==> src/rtl/dmagrp_pkg.sv <==
package dmagrp_pkg;
    typedef enum logic [1:0] {
        OUT_NONE = 2'd0,
        OUT_GREY = 2'd1,
        OUT_420  = 2'd2,
        OUT_422  = 2'd3
    } out_fmt_e;

    localparam logic [23:0] CC_FULL   = 24'h111111;
    localparam logic [23:0] CC_TALL   = 24'h121111;
    localparam logic [23:0] CC_WIDE2  = 24'h412121;
    localparam logic [23:0] CC_MONO   = 24'h110000;
    localparam int          GS_W      = 5;
endpackage

==> src/rtl/dmagrp_group.sv <==
module dmagrp_group
    import dmagrp_pkg::*;
#(
    parameter int COL_W = 12
) (
    input  logic [23:0]       code,
    input  logic [1:0]        fmt,
    input  logic [COL_W-1:0]  cols,
    output logic [GS_W-1:0]   gsize,
    output logic [COL_W-1:0]  gcount,
    output logic [GS_W-1:0]   glast,
    output logic [31:0]       ctrl
);
    logic [2:0]       expo;
    logic [COL_W-1:0] rem_mask;
    logic [COL_W-1:0] rem;
    logic [7:0]       gs_m1, gl_m1;
    logic [COL_W-1:0] gc_m1;

    always_comb begin
        if (code == CC_FULL && fmt == OUT_422)
            expo = 3'd4;
        else if (code == CC_TALL && fmt == OUT_420)
            expo = 3'd4;
        else if (code == CC_WIDE2 && fmt == OUT_422)
            expo = 3'd2;
        else if (code == CC_MONO || code[15:0] == 16'h0)
            expo = 3'd4;
        else
            expo = 3'd3;

        gsize    = GS_W'(1) << expo;
        rem_mask = COL_W'(gsize) - COL_W'(1);
        rem      = cols & rem_mask;
        gcount   = (cols >> expo) + COL_W'(rem != '0);
        glast    = (rem != '0) ? GS_W'(rem) : gsize;

        gs_m1 = 8'(gsize) - 8'd1;
        gl_m1 = 8'(glast) - 8'd1;
        gc_m1 = gcount - COL_W'(1);
        ctrl  = {8'h00, gs_m1, 1'b0, gc_m1[6:0], gl_m1};
    end
endmodule

==> src/rtl/dmagrp_plane.sv <==
module dmagrp_plane #(
    parameter int COL_W    = 12,
    parameter int ROW_W    = 12,
    parameter int SF_W     = 3,
    parameter int SHF_W    = 3,
    parameter bit IS_LUMA  = 1'b0,
    localparam int PAD_W   = COL_W + 3 + SF_W,
    localparam int WID_W   = PAD_W + 1,
    localparam int STR_W   = WID_W + 1,
    localparam int SZ_W    = STR_W + 3 + SF_W + ROW_W,
    localparam int ALIGN   = IS_LUMA ? 32 : 16
) (
    input  logic              active,
    input  logic [COL_W-1:0]  cols,
    input  logic [ROW_W-1:0]  rows,
    input  logic [SF_W-1:0]   wf,
    input  logic [SF_W-1:0]   hf,
    input  logic [SHF_W-1:0]  shift,
    output logic [WID_W-1:0]  width,
    output logic [STR_W-1:0]  stride,
    output logic [SZ_W-1:0]   size,
    output logic              bad
);
    logic [PAD_W-1:0] pad;
    logic [PAD_W-1:0] narrowed;
    logic [WID_W-1:0] w_r;
    logic [STR_W-1:0] s_r;
    logic [SZ_W-1:0]  z_r;

    always_comb begin
        pad      = (PAD_W'(cols) * PAD_W'(wf)) << 3;
        narrowed = pad >> shift;
        w_r      = (WID_W'(narrowed) + WID_W'(7)) & ~WID_W'(7);
        s_r      = (STR_W'(w_r) + STR_W'(ALIGN - 1)) & ~STR_W'(ALIGN - 1);
        z_r      = (SZ_W'(s_r) * SZ_W'(hf) * SZ_W'(rows)) << 3;
        bad      = active && (shift > SHF_W'(3));
        width    = (active && !bad) ? w_r : '0;
        stride   = (active && !bad) ? s_r : '0;
        size     = (active && !bad) ? z_r : '0;
    end
endmodule

==> src/rtl/dmagrp_calc.sv <==
module dmagrp_calc
    import dmagrp_pkg::*;
#(
    parameter int COL_W  = 12,
    parameter int ROW_W  = 12,
    parameter int SF_W   = 3,
    parameter int SHF_W  = 3,
    localparam int WID_W = COL_W + 3 + SF_W + 1,
    localparam int STR_W = WID_W + 1,
    localparam int SZ_W  = STR_W + 3 + SF_W + ROW_W,
    localparam int TOT_W = SZ_W + 2,
    localparam int DH_W  = ROW_W + 3 + SF_W
) (
    input  logic                        clk,
    input  logic                        rst_n,
    input  logic                        start,
    input  logic [23:0]                 color_code,
    input  logic [1:0]                  out_fmt,
    input  logic [SHF_W-1:0]            uv_halve,
    input  logic [COL_W-1:0]            mcu_cols,
    input  logic [ROW_W-1:0]            mcu_rows,
    input  logic [2:0][SF_W-1:0]        samp_w,
    input  logic [2:0][SF_W-1:0]        samp_h,
    input  logic [1:0]                  comp_count,
    output logic                        done,
    output logic                        shift_err,
    output logic [GS_W-1:0]             grp_mcus,
    output logic [COL_W-1:0]            grp_count,
    output logic [GS_W-1:0]             last_mcus,
    output logic [31:0]                 dma_ctrl,
    output logic [2:0][WID_W-1:0]       plane_width,
    output logic [2:0][STR_W-1:0]       plane_stride,
    output logic [2:0][SZ_W-1:0]        plane_size,
    output logic [TOT_W-1:0]            total_size,
    output logic [STR_W-1:0]            dec_width,
    output logic [DH_W-1:0]             dec_height
);
    typedef struct packed {
        logic                  done;
        logic                  err;
        logic [GS_W-1:0]       gsize;
        logic [COL_W-1:0]      gcount;
        logic [GS_W-1:0]       glast;
        logic [31:0]           ctrl;
        logic [2:0][WID_W-1:0] w;
        logic [2:0][STR_W-1:0] s;
        logic [2:0][SZ_W-1:0]  sz;
        logic [TOT_W-1:0]      tot;
        logic [STR_W-1:0]      dw;
        logic [DH_W-1:0]       dh;
    } res_t;

    res_t res_d, res_q;

    logic [GS_W-1:0]       g_size, g_last;
    logic [COL_W-1:0]      g_count;
    logic [31:0]           g_ctrl;
    logic [2:0][WID_W-1:0] p_w;
    logic [2:0][STR_W-1:0] p_s;
    logic [2:0][SZ_W-1:0]  p_sz;
    logic [2:0]            p_bad;

    dmagrp_group #(.COL_W(COL_W)) u_group (
        .code   (color_code),
        .fmt    (out_fmt),
        .cols   (mcu_cols),
        .gsize  (g_size),
        .gcount (g_count),
        .glast  (g_last),
        .ctrl   (g_ctrl)
    );

    for (genvar p = 0; p < 3; p++) begin : g_plane
        logic [SHF_W-1:0] sh;
        assign sh = (p == 0) ? '0 : uv_halve;
        dmagrp_plane #(
            .COL_W   (COL_W),
            .ROW_W   (ROW_W),
            .SF_W    (SF_W),
            .SHF_W   (SHF_W),
            .IS_LUMA (p == 0)
        ) u_plane (
            .active (2'(p) < comp_count),
            .cols   (mcu_cols),
            .rows   (mcu_rows),
            .wf     (samp_w[p]),
            .hf     (samp_h[p]),
            .shift  (sh),
            .width  (p_w[p]),
            .stride (p_s[p]),
            .size   (p_sz[p]),
            .bad    (p_bad[p])
        );
    end

    always_comb begin
        res_d      = res_q;
        res_d.done = start;
        if (start) begin
            res_d.err    = |p_bad;
            res_d.gsize  = g_size;
            res_d.gcount = g_count;
            res_d.glast  = g_last;
            res_d.ctrl   = g_ctrl;
            if (|p_bad) begin
                res_d.w   = '0;
                res_d.s   = '0;
                res_d.sz  = '0;
                res_d.tot = '0;
                res_d.dw  = '0;
                res_d.dh  = '0;
            end else begin
                res_d.w   = p_w;
                res_d.s   = p_s;
                res_d.sz  = p_sz;
                res_d.tot = TOT_W'(p_sz[0]) + (TOT_W'(p_sz[1]) << 1);
                res_d.dw  = p_s[0];
                res_d.dh  = (DH_W'(samp_h[0]) * DH_W'(mcu_rows)) << 3;
            end
        end
    end

    always_ff @(posedge clk) begin
        if (!rst_n) res_q <= '0;
        else        res_q <= res_d;
    end

    assign done         = res_q.done;
    assign shift_err    = res_q.err;
    assign grp_mcus     = res_q.gsize;
    assign grp_count    = res_q.gcount;
    assign last_mcus    = res_q.glast;
    assign dma_ctrl     = res_q.ctrl;
    assign plane_width  = res_q.w;
    assign plane_stride = res_q.s;
    assign plane_size   = res_q.sz;
    assign total_size   = res_q.tot;
    assign dec_width    = res_q.dw;
    assign dec_height   = res_q.dh;

    assert_done_after_start_R1: assert property (@(posedge clk) disable iff (!rst_n)
        start |=> done);
    assert_idle_hold_R1: assert property (@(posedge clk) disable iff (!rst_n)
        !start |=> ($stable(dma_ctrl) && $stable(total_size) && $stable(plane_stride) && !done));
    assert_last_in_group_R3: assert property (@(posedge clk) disable iff (!rst_n)
        done |-> (last_mcus >= GS_W'(1) && last_mcus <= grp_mcus));
    assert_groups_cover_cols_R3: assert property (@(posedge clk) disable iff (!rst_n)
        (done && $past(mcu_cols) != '0) |->
            ((int'(grp_count) - 1) * int'(grp_mcus) + int'(last_mcus) == int'($past(mcu_cols))));
    assert_err_clears_R9: assert property (@(posedge clk) disable iff (!rst_n)
        shift_err |-> (total_size == '0 && dec_width == '0 && plane_size == '0));
    assert_stride_covers_width_R6: assert property (@(posedge clk) disable iff (!rst_n)
        (done && !shift_err) |-> (STR_W'(plane_width[0]) <= plane_stride[0]));
endmodule

==> config.mk <==
export PLATFORM = sky130hd
export DESIGN_NAME = dmagrp_calc
export DESIGN_NICKNAME = d
export VERILOG_FILES = /design/src/rtl/dmagrp_pkg.sv /design/src/rtl/dmagrp_group.sv /design/src/rtl/dmagrp_plane.sv /design/src/rtl/dmagrp_calc.sv
export SDC_FILE = /design/constraint.sdc
export NUM_CORES = 2
export LEC_CHECK = 0
export BUFFER_PORTS_ARGS = -buffer_cell sky130_fd_sc_hd__buf_4
export CORE_ASPECT_RATIO = 1.2
export CORE_UTILIZATION = 50
export DETAILED_ROUTE_END_ITERATION = 16
export MAX_ROUTING_LAYER = met4
export PLACE_DENSITY = 0.69
export SLEW_MARGIN = 20
export SYNTH_ARGS = -nofsm -noshare
export SYNTH_HDL_FRONTEND = slang
export SYNTH_SLANG_ARGS = --single-unit
==> constraint.sdc <==
create_clock -name clk -period 17.9 [get_ports clk]
set_input_delay 0.895 -clock clk [delete_from_list [all_inputs] [get_ports clk]]
set_output_delay 0.895 -clock clk [all_outputs]
set_load 0.005 [all_outputs]
# After elaboration in Yosys (flattened, before gate mapping)
# Index checks and enable logic that the tools add are counted.
totals:
  ff_bits: 356
  in_bits: 76
  output_inout_bits: 365
  wordCells: 83
op_classes:
  addsub: 12
  n_mul: 10
  magnitude_cmp: 4
  eq_ne: 6
  shifts: 4
  muxes: 15
  bitwise_logic: 1
  n_reduce_logical: 13
op_table:
  columns: ["operator", "count"]
  rows:
  - ["309-bit 2-to-1 mux", 1]
  - ["38-bit 2-to-1 mux", 3]
  - ["24-bit by 21-bit equality test with 1-bit output (second input constant)", 3]
  - ["19-bit by 12-bit multiplier with 31-bit output", 2]
  - ["20-bit 2-to-1 mux", 3]
  - ["18-bit by 3-bit adder with 19-bit output (second input constant)", 3]
  - ["19-bit 2-to-1 mux", 3]
  - ["12-bit by 3-bit multiplier with 15-bit output", 3]
  - ["19-bit by 4-bit adder with 20-bit output (second input constant)", 2]
  - ["38-bit by 39-bit adder with 40-bit output", 1]
  - ["16-bit by 3-bit multiplier with 19-bit output", 2]
  - ["18-bit by 3-bit right shift with 18-bit output", 2]
  - ["18-bit by 12-bit multiplier with 30-bit output", 1]
  - ["24-bit by 23-bit equality test with 1-bit output (second input constant)", 1]
  - ["19-bit by 5-bit adder with 20-bit output (second input constant)", 1]
  - ["15-bit by 3-bit multiplier with 18-bit output", 1]
  - ["5-bit by 1-bit subtractor with 6-bit output (second input constant)", 3]
  - ["16-bit logical NOT", 1]
  - ["3-bit by 12-bit multiplier with 15-bit output", 1]
  - ["12-bit by 1-bit adder with 12-bit output", 1]
  - ["12-bit AND", 1]
  - ["3-bit 2-to-1 mux", 4]
  - ["12-bit nonzero test", 1]
  - ["12-bit by 3-bit right shift with 12-bit output", 1]
  - ["11 further kinds", 20]

# Depth between registers and ports, before layout
logic_depth:
  depth_word: 12
  mapped_depth: 61
  mapped_depth_nobuf: 59

# Cells and area by module
# From an unflattened synthesis, not the netlist that was laid out.
hier_totals:
  cells_unflattened: 6219
  hier_area_um2: 50744.9
modules_own_cells:
  columns: ["module", "instances", "cells_each", "area_each_um2", "seq_area_each_um2"]
  rows:
  - ["dmagrp_calc", 1, 1593, 15157.0, 6826.5]
  - ["dmagrp_plane (g_plane[2].u_plane)", 1, 1550, 11970.2, 0.0]
  - ["dmagrp_plane (g_plane[1].u_plane)", 1, 1511, 11743.8, 0.0]
  - ["dmagrp_plane (g_plane[0].u_plane)", 1, 1391, 10701.5, 0.0]
  - ["dmagrp_group", 1, 174, 1172.4, 0.0]

# Worst setup path before layout
# OpenSTA, ideal clock, no wires.
synth_timing:
  path_type: "input-to-reg"
  from: "input mcu_cols[2]"
  to: "register res_q (netlist bit total_size[37])"
  setup_time_ps: 117
  t_arrival_ps: 14204
  t_required_ps: 17783
  path_slack_ps: 3579
  cell_stages: 59
  path_buffers: 2
  cell_sequence: "clkbuf_1 > and2_1 > fa_1 > ha_1 > inv_1 > fa_1 > nand2b_1 > a21oi_2 > xnor2_1 > mux4_2 > a41oi_1 > a211oi_1 > nor2_1 > ha_1 > inv_1 > maj3_1 > nor2_1 > nor2_1 > [... 23 more ...] > fa_1 > inv_1 > ha_1 > a211oi_1 > o21ai_0 > a21o_1 > a31o_2 > a2111o_1 > a31oi_1 > xnor2_1 > and2_1 > ha_1 > and3_1 > and3_1 > a211oi_1 > o21ai_0 > xor2_1 > a22o_1"
synth_via:
  elab_chain_cells: 9
  word_cells_on_any_way: 15
  cone_classes: "5 x add/sub; 6 x mul; 1 x shift; 3 x mux"
synth_lines:
  columns: ["item", "line", "source"]
  rows:
  - ["start, declared", "dmagrp_calc.sv:20", "input logic [COL_W-1:0] mcu_cols,"]
  - ["12-bit by 3-bit multiplier with 15-bit output", "dmagrp_plane.sv:31", "pad = (PAD_W'(cols) * PAD_W'(wf)) << 3;"]
  - ["18-bit by 3-bit right shift with 18-bit output", "dmagrp_plane.sv:32", "narrowed = pad >> shift;"]
  - ["18-bit by 3-bit adder with 19-bit output", "dmagrp_plane.sv:33", "w_r = (WID_W'(narrowed) + WID_W'(7)) & ~WID_W'(7);"]
  - ["19-bit by 4-bit adder with 20-bit output", "dmagrp_plane.sv:34", "s_r = (STR_W'(w_r) + STR_W'(ALIGN - 1)) & ~STR_W'(ALIGN - 1);"]
  - ["16-bit by 3-bit multiplier with 19-bit output", "dmagrp_plane.sv:35", "z_r = (SZ_W'(s_r) * SZ_W'(hf) * SZ_W'(rows)) << 3;"]
  - ["19-bit by 12-bit multiplier with 31-bit output", "dmagrp_plane.sv:35", null]
  - ["38-bit 2-to-1 mux", "dmagrp_plane.sv:39", "size = (active && !bad) ? z_r : '0;"]
  - ["38-bit by 39-bit adder with 40-bit output *", "dmagrp_calc.sv:116", "res_d.tot = TOT_W'(p_sz[0]) + (TOT_W'(p_sz[1]) << 1);"]
  - ["309-bit 2-to-1 mux *", "dmagrp_calc.sv:105", "if (|p_bad) begin"]
  - ["end signal, assigned", "dmagrp_calc.sv:125", "else res_q <= res_d;"]
  - ["end, declared", "dmagrp_calc.sv:53", "res_t res_d, res_q;"]
# Every way passes the cells marked *; elsewhere a longest branch is shown, timed or not.
# A chain may end at the register's enable or synchronous reset.

# Worst setup path after layout
# Ends and elaborated chain as after synthesis.

==> flow_metrics.env <==
export IMPL_synth_top_cells_by_area="sky130_fd_sc_hd__fa_1 27%, sky130_fd_sc_hd__dfxtp_1 13%, sky130_fd_sc_hd__ha_1 10%, sky130_fd_sc_hd__nand2_1 7.6%, sky130_fd_sc_hd__inv_1 6.4%"
export IMPL_wl_um=125000
export IMPL_final_setup_tns_ns=0
export IMPL_post_route_period_util_pct=86.4
export IMPL_root_buffer="sky130_fd_sc_hd__clkbuf_16"
export IMPL_timing_critical_path_mode_cell="sky130_fd_sc_hd__fa_1"
export IMPL_tritoncts="built"
export IMPL_number_of_enable_type_register_cells_in_the_synthesized_netlist=0
export IMPL_drt_pass1_iter_count=8
export IMPL_final_hold_viol_count=0
export IMPL_drt_antenna_violating_nets=0
export IMPL_die_area_um2=88200
export IMPL_avgSynthCellArea_um2=8.23
export IMPL_synthDistinctLibCells=105
export IMPL_drive_gt1_share_pct=10.5
export IMPL_timing_clock_skew_ns=0
export IMPL_critPathRequiredTime_ns=18.42
export IMPL_wl_per_cell_um=18.9
export IMPL_grt_antenna_before_repair=1
export IMPL_violations="slew limit"
export IMPL_cts_hold_buffers_added=0
export IMPL_fp_coreArea_um2=86200
export IMPL_cp_arrival_ns=15.99
export IMPL_grt_pass1_vias=37400
export IMPL_critical_path_slowest_cell="sky130_fd_sc_hd__a2111oi_0"
export IMPL_initial_core_utilization_pct=50.4
export IMPL_post_cts_setup_buffer_count=0
export IMPL_aggregate_global_routing_overflow=0
export IMPL_syn_cell_area_um2=43500
export IMPL_report_final_slew_viol_count=13
export IMPL_grt_start_max_net_pins=83
export IMPL_critical_path_endpoint_type="flop"
export IMPL_synth_top_area_share_pct=26.7
export IMPL_detail_route_drc_violations=0
export IMPL_finalWorstPathRequiredPeriod_ns=15.47
export IMPL_timing_worst_slew_pin_value_ns=1.56
export IMPL_h_tree_depth=1
export IMPL_cts_made_buffers=31
export IMPL_hold_path_class="reg -> reg"
export IMPL_ys_async_sr_fraction_pct=0
export IMPL_outcome="finished with violations"
export IMPL_top_flip_flop_cell_by_instance_count_after_synthesis="sky130_fd_sc_hd__dfxtp_1"
export IMPL_vias_post_dr=37300
export IMPL_maxSlewHeadroom_pct=-4.62
export IMPL_cts_resized_gates=0
export IMPL_port_buffers=368
export IMPL_synth_seq_area_share_pct=12.7
export IMPL_rsz0062_at_grt="no"
export IMPL_post_drt_via_cell_ratio=5.66
export IMPL_cts_sinks=275
export IMPL_fillers=8099
export IMPL_setup_viol_count_final=0
export IMPL_synth_yosys_warnings=0
export IMPL_synth_cells=5286
export IMPL_floorplan_rows=118
export IMPL_drt_first_iter_violations=2468
export IMPL_horizontal_die_dimension_um=271
export IMPL_chipHeight_um=325
export IMPL_critPathMaxStageDelay_ns=0.76
export IMPL_dp_hpwl_um=96600
export IMPL_gpl_final_weighted_congestion=0.912
export IMPL_setup_worst_path_class="in -> reg"
export IMPL_synthMostInstantiatedCell="sky130_fd_sc_hd__nand2_1"
export IMPL_fmaxAchievable_ghz=0.0646
export IMPL_grtUsageTotal_pct=29.0
export IMPL_clkSlewWorstSetupHoldPaths_ns=0.06
export IMPL_netlist_top_cell_by_area="sky130_fd_sc_hd__fa_1"
export IMPL_clk_buf_depth=3
export IMPL_post_synth_top_cells="879 x sky130_fd_sc_hd__nand2_1, 742 x sky130_fd_sc_hd__inv_1, 579 x sky130_fd_sc_hd__fa_1, 354 x sky130_fd_sc_hd__ha_1, 284 x sky130_fd_sc_hd__clkbuf_1"
export IMPL_area_growth_pct=9.71
export IMPL_worst_path_max_fanout=12
export IMPL_grt_first_pass_wirelength_um=200000
export IMPL_io_pins=441
export IMPL_timing_critical_path_from_type="input pin"
export IMPL_clock_insertion_delay_worst_skew_ns=0.62
export IMPL_cap_viol_max_count=0
export IMPL_post_layout_nets=6436
export IMPL_yosys_register_bits=275
flip-flops by register name, summed over array words and instances, names as in the netlist:
name and cells:
dec_height 15, plane_size 92, total_size 32, done 1, plane_width 47, shift_err 1
plane_stride 46, dma_ctrl 19, last_mcus 5, grp_mcus 5, grp_count 12
stage by stage:
| step | instances | utilization (%) | cell area (um^2) | setup slack (ns) | hold WS, ns |
|---|---|---|---|---|---|
| 2_1_floorplan | 5364 | - | 43800 | 3.58 | 0.439 |
| 3_3_place_gp | 6534 | 54.1 | 46600 | 2.26 | 0.437 |
| 3_5_place_dp | 6534 | 54.1 | 46600 | 1.96 | 0.444 |
| 4_1_cts | 6591 | 55.3 | 47700 | 2.56 | 0.453 |
| 5_1_grt | 6592 | 55.3 | 47700 | 1.37 | 0.473 |
| 6_report | 6592 | 55.3 | 47700 | 2.43 | 0.449 |
kinds of logic after synthesis:
logic type | share of synthesized area [%]
mux | 1.28
simple gates | 19.5
buf+inv | 10.6
fa+ha+maj | 36.9
compound gates | 14.7
other cells | 0.0173
flops | 12.7
xor+xnor | 4.39
worst paths after layout:
| check | startpoint | end | slack [ns] | cells after the start |
|---|---|---|---|---|
| worst max register to register | plane_size[113] | plane_size[113] | 17.05 | 3 |
| worst min register to register | plane_size[75] | plane_size[75] | 0.45 | 2 |
| worst min-delay path | plane_size[75] | plane_size[75] | 0.45 | 2 |
| worst max-delay path | mcu_cols[2] | total_size[37] | 2.43 | 58 |
cell usage in the layout (no fill, tap or decap), types with 14 or more instances in the layout:
master	instances
sky130_fd_sc_hd__nand2_1	879
sky130_fd_sc_hd__inv_1	742
sky130_fd_sc_hd__fa_1	579
sky130_fd_sc_hd__buf_4	428
sky130_fd_sc_hd__ha_1	354
sky130_fd_sc_hd__dfxtp_1	275
sky130_fd_sc_hd__and2_1	229
sky130_fd_sc_hd__nor2_1	177
sky130_fd_sc_hd__a21oi_1	175
sky130_fd_sc_hd__o21ai_0	161
sky130_fd_sc_hd__xnor2_1	139
sky130_fd_sc_hd__a22o_1	137
sky130_fd_sc_hd__a21o_1	81
sky130_fd_sc_hd__conb_1	80
sky130_fd_sc_hd__xor2_1	74
sky130_fd_sc_hd__nor3_1	72
sky130_fd_sc_hd__nand3_1	70
sky130_fd_sc_hd__nor2b_1	60
sky130_fd_sc_hd__o21bai_1	48
sky130_fd_sc_hd__and3_1	48
sky130_fd_sc_hd__a211oi_1	38
sky130_fd_sc_hd__mux2i_1	36
sky130_fd_sc_hd__nor3b_1	33
sky130_fd_sc_hd__o21a_1	31
sky130_fd_sc_hd__nand2b_1	31
sky130_fd_sc_hd__clkbuf_16	31
sky130_fd_sc_hd__a31oi_1	27
sky130_fd_sc_hd__o211ai_1	26
sky130_fd_sc_hd__nand4_1	25
sky130_fd_sc_hd__or3_1	18
sky130_fd_sc_hd__or2_2	18
sky130_fd_sc_hd__a211o_1	15
sky130_fd_sc_hd__o31ai_1	14
cell type report:
class,instances,area (um^2),area share (%)
Antenna cell,1,2.50,0.00524
Multi-Input combinational cell,3948,33700,70.7
Clock buffer,42,867,1.82
Timing Repair Buffer,428,3210,6.73
Sequential cell,275,5510,11.5
Tap cell,1140,1430,2.99
Inverter,743,2790,5.84
Clock inverter,15,195,0.409
worst max-delay path, delay by kind of cell:
kind	cells	cell delay, ns
AND/OR/NAND/NOR	12	2.13
buffers and inverters	7	0.52
XOR/XNOR	4	1.22
adder cells (fa/ha/maj)	14	5.86
AO/OA/AOI/OAI	20	4.79
multiplexers	1	0.54
per-layer routing:
metal	vias up	share of wire (%)	global-route usage, %
met3	273	5.3	3.48
li1	17300	-	-
met5	-	0	-
met2	1128	50	50.0
met4	0	4.7	12.0
met1	18600	40	34.2
Power is left out: the tool's default activity adds up to more than one toggle a clock period on the data nets, which glitch-free logic cannot reach.
